File: src/rtl/prio_enc_pkg.sv
package prio_enc_pkg;
  // {next_en_n, any_hit_n} pairs for the three operating cases
  typedef enum logic [1:0] {
    ST_OFF  = 2'b11,
    ST_HIT  = 2'b10,
    ST_IDLE = 2'b01
  } slice_state_e;

  function automatic int unsigned idx_width(input int unsigned n);
    return (n <= 2) ? 1 : $clog2(n);
  endfunction
endpackage

File: src/rtl/prio_first_hit.sv
// Marks the single highest-ranked active request as a one-hot vector.
module prio_first_hit #(
  parameter int unsigned N_REQ = 8
) (
  input  logic [N_REQ-1:0] act,
  output logic [N_REQ-1:0] win
);
  logic [N_REQ:0] blocked;
  assign blocked[N_REQ] = 1'b0;

  for (genvar i = N_REQ - 1; i >= 0; i--) begin : g_rank
    assign win[i]     = act[i] & ~blocked[i+1];
    assign blocked[i] = blocked[i+1] | act[i];
  end
endmodule

File: src/rtl/prio_onehot_idx.sv
// Turns a one-hot vector into its binary index (zero when empty).
module prio_onehot_idx #(
  parameter int unsigned N_REQ = 8,
  localparam int unsigned IDX_W = prio_enc_pkg::idx_width(N_REQ)
) (
  input  logic [N_REQ-1:0] onehot,
  output logic [IDX_W-1:0] idx,
  output logic             any
);
  always_comb begin
    idx = '0;
    for (int unsigned i = 0; i < N_REQ; i++) begin
      if (onehot[i]) idx = idx | IDX_W'(i);
    end
  end
  assign any = |onehot;
endmodule

File: src/rtl/prio_enc_slice.sv
module prio_enc_slice #(
  parameter int unsigned N_REQ = 8,
  localparam int unsigned IDX_W = prio_enc_pkg::idx_width(N_REQ)
) (
  input  logic [N_REQ-1:0] req_n,
  input  logic             en_n,
  output logic [IDX_W-1:0] code_n,
  output logic             next_en_n,
  output logic             any_hit_n
);
  import prio_enc_pkg::*;

  logic [N_REQ-1:0] win;
  logic [IDX_W-1:0] idx;
  logic             any;
  slice_state_e     state;

  prio_first_hit #(.N_REQ(N_REQ)) u_first (
    .act (~req_n),
    .win (win)
  );

  prio_onehot_idx #(.N_REQ(N_REQ)) u_idx (
    .onehot (win),
    .idx    (idx),
    .any    (any)
  );

  always_comb begin
    if (en_n)     state = ST_OFF;
    else if (any) state = ST_HIT;
    else          state = ST_IDLE;
  end

  assign code_n                 = (state == ST_HIT) ? ~idx : '1;
  assign {next_en_n, any_hit_n} = state;
endmodule

File: config.mk
export PLATFORM = sky130hd
export DESIGN_NAME = prio_enc_slice
export DESIGN_NICKNAME = d
export VERILOG_FILES = /design/src/rtl/prio_enc_pkg.sv /design/src/rtl/prio_first_hit.sv /design/src/rtl/prio_onehot_idx.sv /design/src/rtl/prio_enc_slice.sv
export SDC_FILE = /design/constraint.sdc
export NUM_CORES = 1
export LEC_CHECK = 0
export ABC_AREA = 1
export ABC_CLOCK_PERIOD_IN_PS = 800
export BUFFER_PORTS_ARGS = -buffer_cell sky130_fd_sc_hd__buf_2
export CORE_AREA = 2 2 39 41
export DETAILED_ROUTE_END_ITERATION = 10
export DIE_AREA = 0 0 41 43
export SYNTH_ARGS = -nofsm -noshare
export SYNTH_HDL_FRONTEND = slang
export SYNTH_SLANG_ARGS = --single-unit
export TNS_END_PERCENT = 10
File: constraint.sdc
create_clock -name vclk -period 0.8
set_input_delay 0.16 -clock vclk [all_inputs]
set_output_delay 0.16 -clock vclk [all_outputs]
set_load 0.03 [all_outputs]
==> metrics.cfg, run 1 <==
[critical_path]
arrival_ps=810
cp_data_required_time_ps=640
crit_fanout=4
cp-start-kind=primary input
path_class=in -> out
end_kind=primary output

[power_and_ir_drop]
power.density_nw_per_um2=510
p_leak_nw=0.180
power_mw=0.172
ir_drop_mv=0.140

[grt]
antenna_found_initial=0
track_usage_pct=5.00
grt_max_degree=5
grt_pass1_vias=172
grt_pass1_wl_um=634
grt-ovfl-total=0

[run_status]
status=complete, but fails checks
violations=negative setup slack

[sta]
fmax_mhz=1030
fin_crit_ps=975
finalSetupViolCount=5
setup-tns-final_ps=-692
relSlewSlack_pct=85.0
worstMarginPinSlew_ps=225
rsz0062_at_grt=yes
finalMaxSlewViolations=0
setup_ws_ps=-175
timing.final.crit_share_pct=122
finalHoldViolCount=0

[placement]
dp_cells=56
dpl.hpwl_um=356
routabilityCongestion=0.598
place_ws_ps=-323
numPortBuffers=14

[floorplan]
boundaryPins=14
coreArea_um2=1380
die_x_um=41
num_rows=14
start_util_pct=8.77
die_h_um=43
fp.dieArea_um2=1760

[cells_and_area]
n_clock_buffer=0
nNetsFinal=52
nFillCells=167
regArea_um2=0
insertedDiodeCount=0
drive_above_1_share_pct=68.3
layout.cells.non_filler=57
final_util_pct=24.4
seq_cell_count=0
area_growth_pct=178

[synthesis]
synth_area_um2=121
syn_area_per_cell_um2=5.28
ys_warn_count=0
synth_top_area_cell=inv_1
syn_nets=32
synth_top_area_share_pct=18.6
synth_area_leaders=inv_1 (19%), nand2_1 (15%), nand2_2 (15%), nor2_4 (9.3%), nand3_1 (8.2%)
synth.distinct_cells=11
ys_top_cells_by_count=inv_1 (6), nand2_1 (5), nand2_2 (3)
syn_inst=23
yosysMostFrequentCell=inv_1
ys_seq_area_share_pct=0

[worst_hold_path]
worstHoldStart=en_n
whs_endpoint=next_en_n
hold_depth=4
min_path_type=in -> out

[run]
cap_violations=0

[route]
vias_per_cell=3.42
vias=195
drt_iter0_drc=0
drt-wirelength-per-cell_um=6.98
dr.pass1.iters=1
ant_nets=0
wl_um=398
drc=0

routing by layer:
layer | vias up | GRT usage (%) | share of wire (%)
li1 | 107 | - | -
met1 | 78 | 6.33 | 40
met2 | 10 | 9.38 | 49
met3 | 0 | 0 | 11
met4 | 0 | 0 | 0
met5 | - | 0 | 0
worst max path at each step:
stage | start | endpoint
final | req_n[6] | code_n[0]
after global routing | req_n[6] | code_n[0]
after global placement | req_n[5] | code_n[0]
after detailed placement | req_n[5] | code_n[0]
after CTS | req_n[7] | code_n[0]
after floorplan | req_n[5] | code_n[0]
worst max-delay path: stages:
cell and delay, ps:
buf_8 70, nand2_4 50, nor2_4 130, nand3_2 100, nand2_4 80, inv_4 40
nand2_4 50, buf_6 120
where the power goes:
group	leakage (nW)	switching [mW]	internal (mW)	total, mW
combinational	0.180	0.0877	0.0846	0.172
clock	0	0	0	0
sequential	0	0	0	0
metrics by stage:
step / instance area (um^2) / hold slack (ps)
floorplan: 163 / 497
global placement: 275 / 727
detailed placement: 275 / 725
CTS: 334 / 705
global route: 338 / 718
finish: 338 / 697
cell type report:
cell class	count	area (um^2)	area share, %
inverter	7	28.8	8.52
multi-input combinational	16	139	41.1
tap	16	20.0	5.93
timing repair buffer	18	150	44.4
cells in the final DEF (no fill, tap or decap), drive strengths merged:
cell and instances:
a21boi 1, buf 18, inv 7, nand2 8, nand3 3, nand4 1
nor2 1, o21ai 1, o21bai 1
cells by family (layout without fill, tap and decap cells):
group / after synthesis / count (layout) / share of synthesized area (%)
simple gates: 13 / 13 / 61.9
buf+inv: 7 / 25 / 21.6
compound gates: 3 / 3 / 16.5
what timing repair did:
item / in CTS / in global routing
pin swaps: 4 / 1
resized for setup: 16 / 1
setup buffers: 1 / 0
setup endpoints to repair: 5 / 5
hold buffers: 0 / 0
Power figures use the tool's default switching activity.
==> inputs of run 2 (changes only) <==
--- a/config.mk
+++ b/config.mk
@@ -8,9 +8,12 @@
 export ABC_AREA = 1
 export ABC_CLOCK_PERIOD_IN_PS = 800
 export BUFFER_PORTS_ARGS = -buffer_cell sky130_fd_sc_hd__buf_2
+export CELL_PAD_IN_SITES_DETAIL_PLACEMENT = 1
+export CELL_PAD_IN_SITES_GLOBAL_PLACEMENT = 1
 export CORE_AREA = 2 2 39 41
 export DETAILED_ROUTE_END_ITERATION = 10
 export DIE_AREA = 0 0 41 43
+export PLACE_DENSITY_LB_ADDON = 0.1
 export SYNTH_ARGS = -nofsm -noshare
 export SYNTH_HDL_FRONTEND = slang
 export SYNTH_SLANG_ARGS = --single-unit
==> constraint.sdc (replaced) <==
create_clock -name vclk -period 0.8
set_input_delay 0.16 -clock vclk [all_inputs]
set_output_delay 0.16 -clock vclk [all_outputs]
set_load 0.05 [all_outputs]
==> run 2 against run 1 <==
The run still ends with negative setup slack left. Critical path depth did not move. Final area is 6.3% higher. Utilization is 1.5 points higher. Non-clock buffer count stayed put. Count of clock-buffer cells in the layout is the same. Routed wire length up 18%. Sequential cell count is the same. First-iteration DRC count did not move.
==> metrics.cfg, run 2 (synthesized netlist as in run 1, its figures left out) <==
[run]
cap_violations=0

[cells_and_area]
layout.cells.non_filler=57
final_util_pct=25.9
layout_common_cells=inv_1 (5), buf_2 (5), buf_6 (5), buf_4 (5), nand2_4 (4)
fin_area_um2=359
drive_above_1_share_pct=73.2
nNetsFinal=52
area_growth_pct=196
seq_cell_count=0
nFillCells=178
regArea_um2=0
insertedDiodeCount=0
n_clock_buffer=0

[placement]
dp_cells=57
numPortBuffers=14
dpl.hpwl_um=454
routabilityCongestion=0.582
dpl-instance-area_um2=287
place_ws_ps=-409

[power_and_ir_drop]
combPwrFrac_pct=100.0
clockPowerShare_pct=0
internal_power_mw=0.0951
ir_drop_mv=0.120
p_leak_nw=0.186
p_sw_share_pct=54.3
power.density_nw_per_um2=580
p_sw_mw=0.113
seqPwrFrac_pct=0

[floorplan]
start_util_pct=8.77
die_h_um=43
die_x_um=41
coreArea_um2=1380
boundaryPins=14
num_rows=14
fp.dieArea_um2=1760

[grt]
grt_pass1_wl_um=876
grt-busiest-layer=met2
grt-ovfl-total=0
grt_pass1_vias=229
track_usage_pct=6.49
grtUsageMet1_pct=7.28
gr-usage-met3_pct=0
grt_max_degree=5
antenna_found_initial=0
grtUsageMet2_pct=13.1

[critical_path]
end_kind=primary output
crit_chain=buf_8 -> nand2_4 -> nor2_4 -> nand3_2 -> nand2_4 -> inv_4 -> nand2_4 -> buf_8
max_stage_delay_ps=140
crit_top_cell=nand2_4
cp_data_required_time_ps=640
path_class=in -> out
crit_fanout=4
critPathSlowestCell=nor2_4
cp-start-kind=primary input
arrival_ps=840

[sta]
fin_crit_ps=996
worstMarginPinSlew_ps=181
finalHoldViolCount=0
finalMaxSlewViolations=0
setup_ws_ps=-196
fmax_mhz=1000
finalSetupViolCount=5
timing.final.crit_share_pct=125
rsz0062_at_grt=yes
relSlewSlack_pct=87.9

[worst_hold_path]
hold_depth=4
min_path_type=in -> out
whs_endpoint=code_n[2]
worstHoldStart=en_n

[run_status]
status=complete, but fails checks
violations=negative setup slack

[route]
drt_iter0_drc=0
drt-wirelength-per-cell_um=8.26
ant_nets=0
vias=207
drc=0
wl_um=471
vias_per_cell=3.63
dr.pass1.iters=1

[clocking]
hold_buffers=0
postCtsSetupRepairBufs=0

run 2: cell types whose count changed in the layout (fill, tap and decap cells not counted):
cell | before | now
o21bai_1 | 1 | 0
o21ai_1 | 1 | 0
buf_6 | 6 | 5
buf_8 | 1 | 3
o21bai_2 | 0 | 1
o21ai_2 | 0 | 1
buf_2 | 6 | 5
run 2: how the worst max path moves through the flow:
stage               startpoint   endpoint  slack [ps]  cells past startpoint
global route          req_n[7]  code_n[0]        -260                      8
finish                req_n[7]  code_n[0]        -200                      8
global placement      req_n[5]  code_n[0]        -390                      6
floorplan             req_n[5]  next_en_n        -160                      3
CTS                   req_n[7]  code_n[0]        -210                      8
detailed placement    req_n[5]  code_n[0]        -410                      6
run 2: area by class of cell:
| type | count | area (um^2) | area share [%] |
|---|---|---|---|
| repair buffers | 18 | 164 | 45.6 |
| multi-input cells | 16 | 146 | 40.8 |
| inverters | 7 | 28.8 | 8.01 |
| well taps | 16 | 20.0 | 5.57 |
run 2: stage by stage:
| step | power, mW | TNS [ps] | hold WS [ps] |
|---|---|---|---|
| 2_1_floorplan | 0.104 | -509 | 536 |
| 3_3_place_gp | 0.165 | -1540 | 794 |
| 3_5_place_dp | 0.168 | -1630 | 799 |
| 4_1_cts | 0.210 | -883 | 713 |
| 5_1_grt | 0.223 | -1090 | 732 |
| 6_report | 0.208 | -805 | 708 |
run 2: timing repair:
item,4_1_cts,5_1_grt
resized for setup,22,1
pin swaps,4,0
setup endpoints to repair,5,5
run 2: routing by layer:
metal  part of all wire, %  vias up
li1                      -      106
met1                    33       93
met2                    60        8
met3                   7.2        0
met4                     0        0
met5                     0        -
run 2: power groups by stage:
stage | registers, mW | logic, mW | clock network, mW
finish | 0 | 0.208 | 0
global route | 0 | 0.223 | 0
CTS | 0 | 0.210 | 0
detailed placement | 0 | 0.168 | 0
global placement | 0 | 0.165 | 0
floorplan | 0 | 0.104 | 0
run 2: worst max-delay path, delay by kind of cell:
family | cells | cell delay (ps)
and+or+nand+nor | 5 | 420
buffers and inverters | 3 | 270
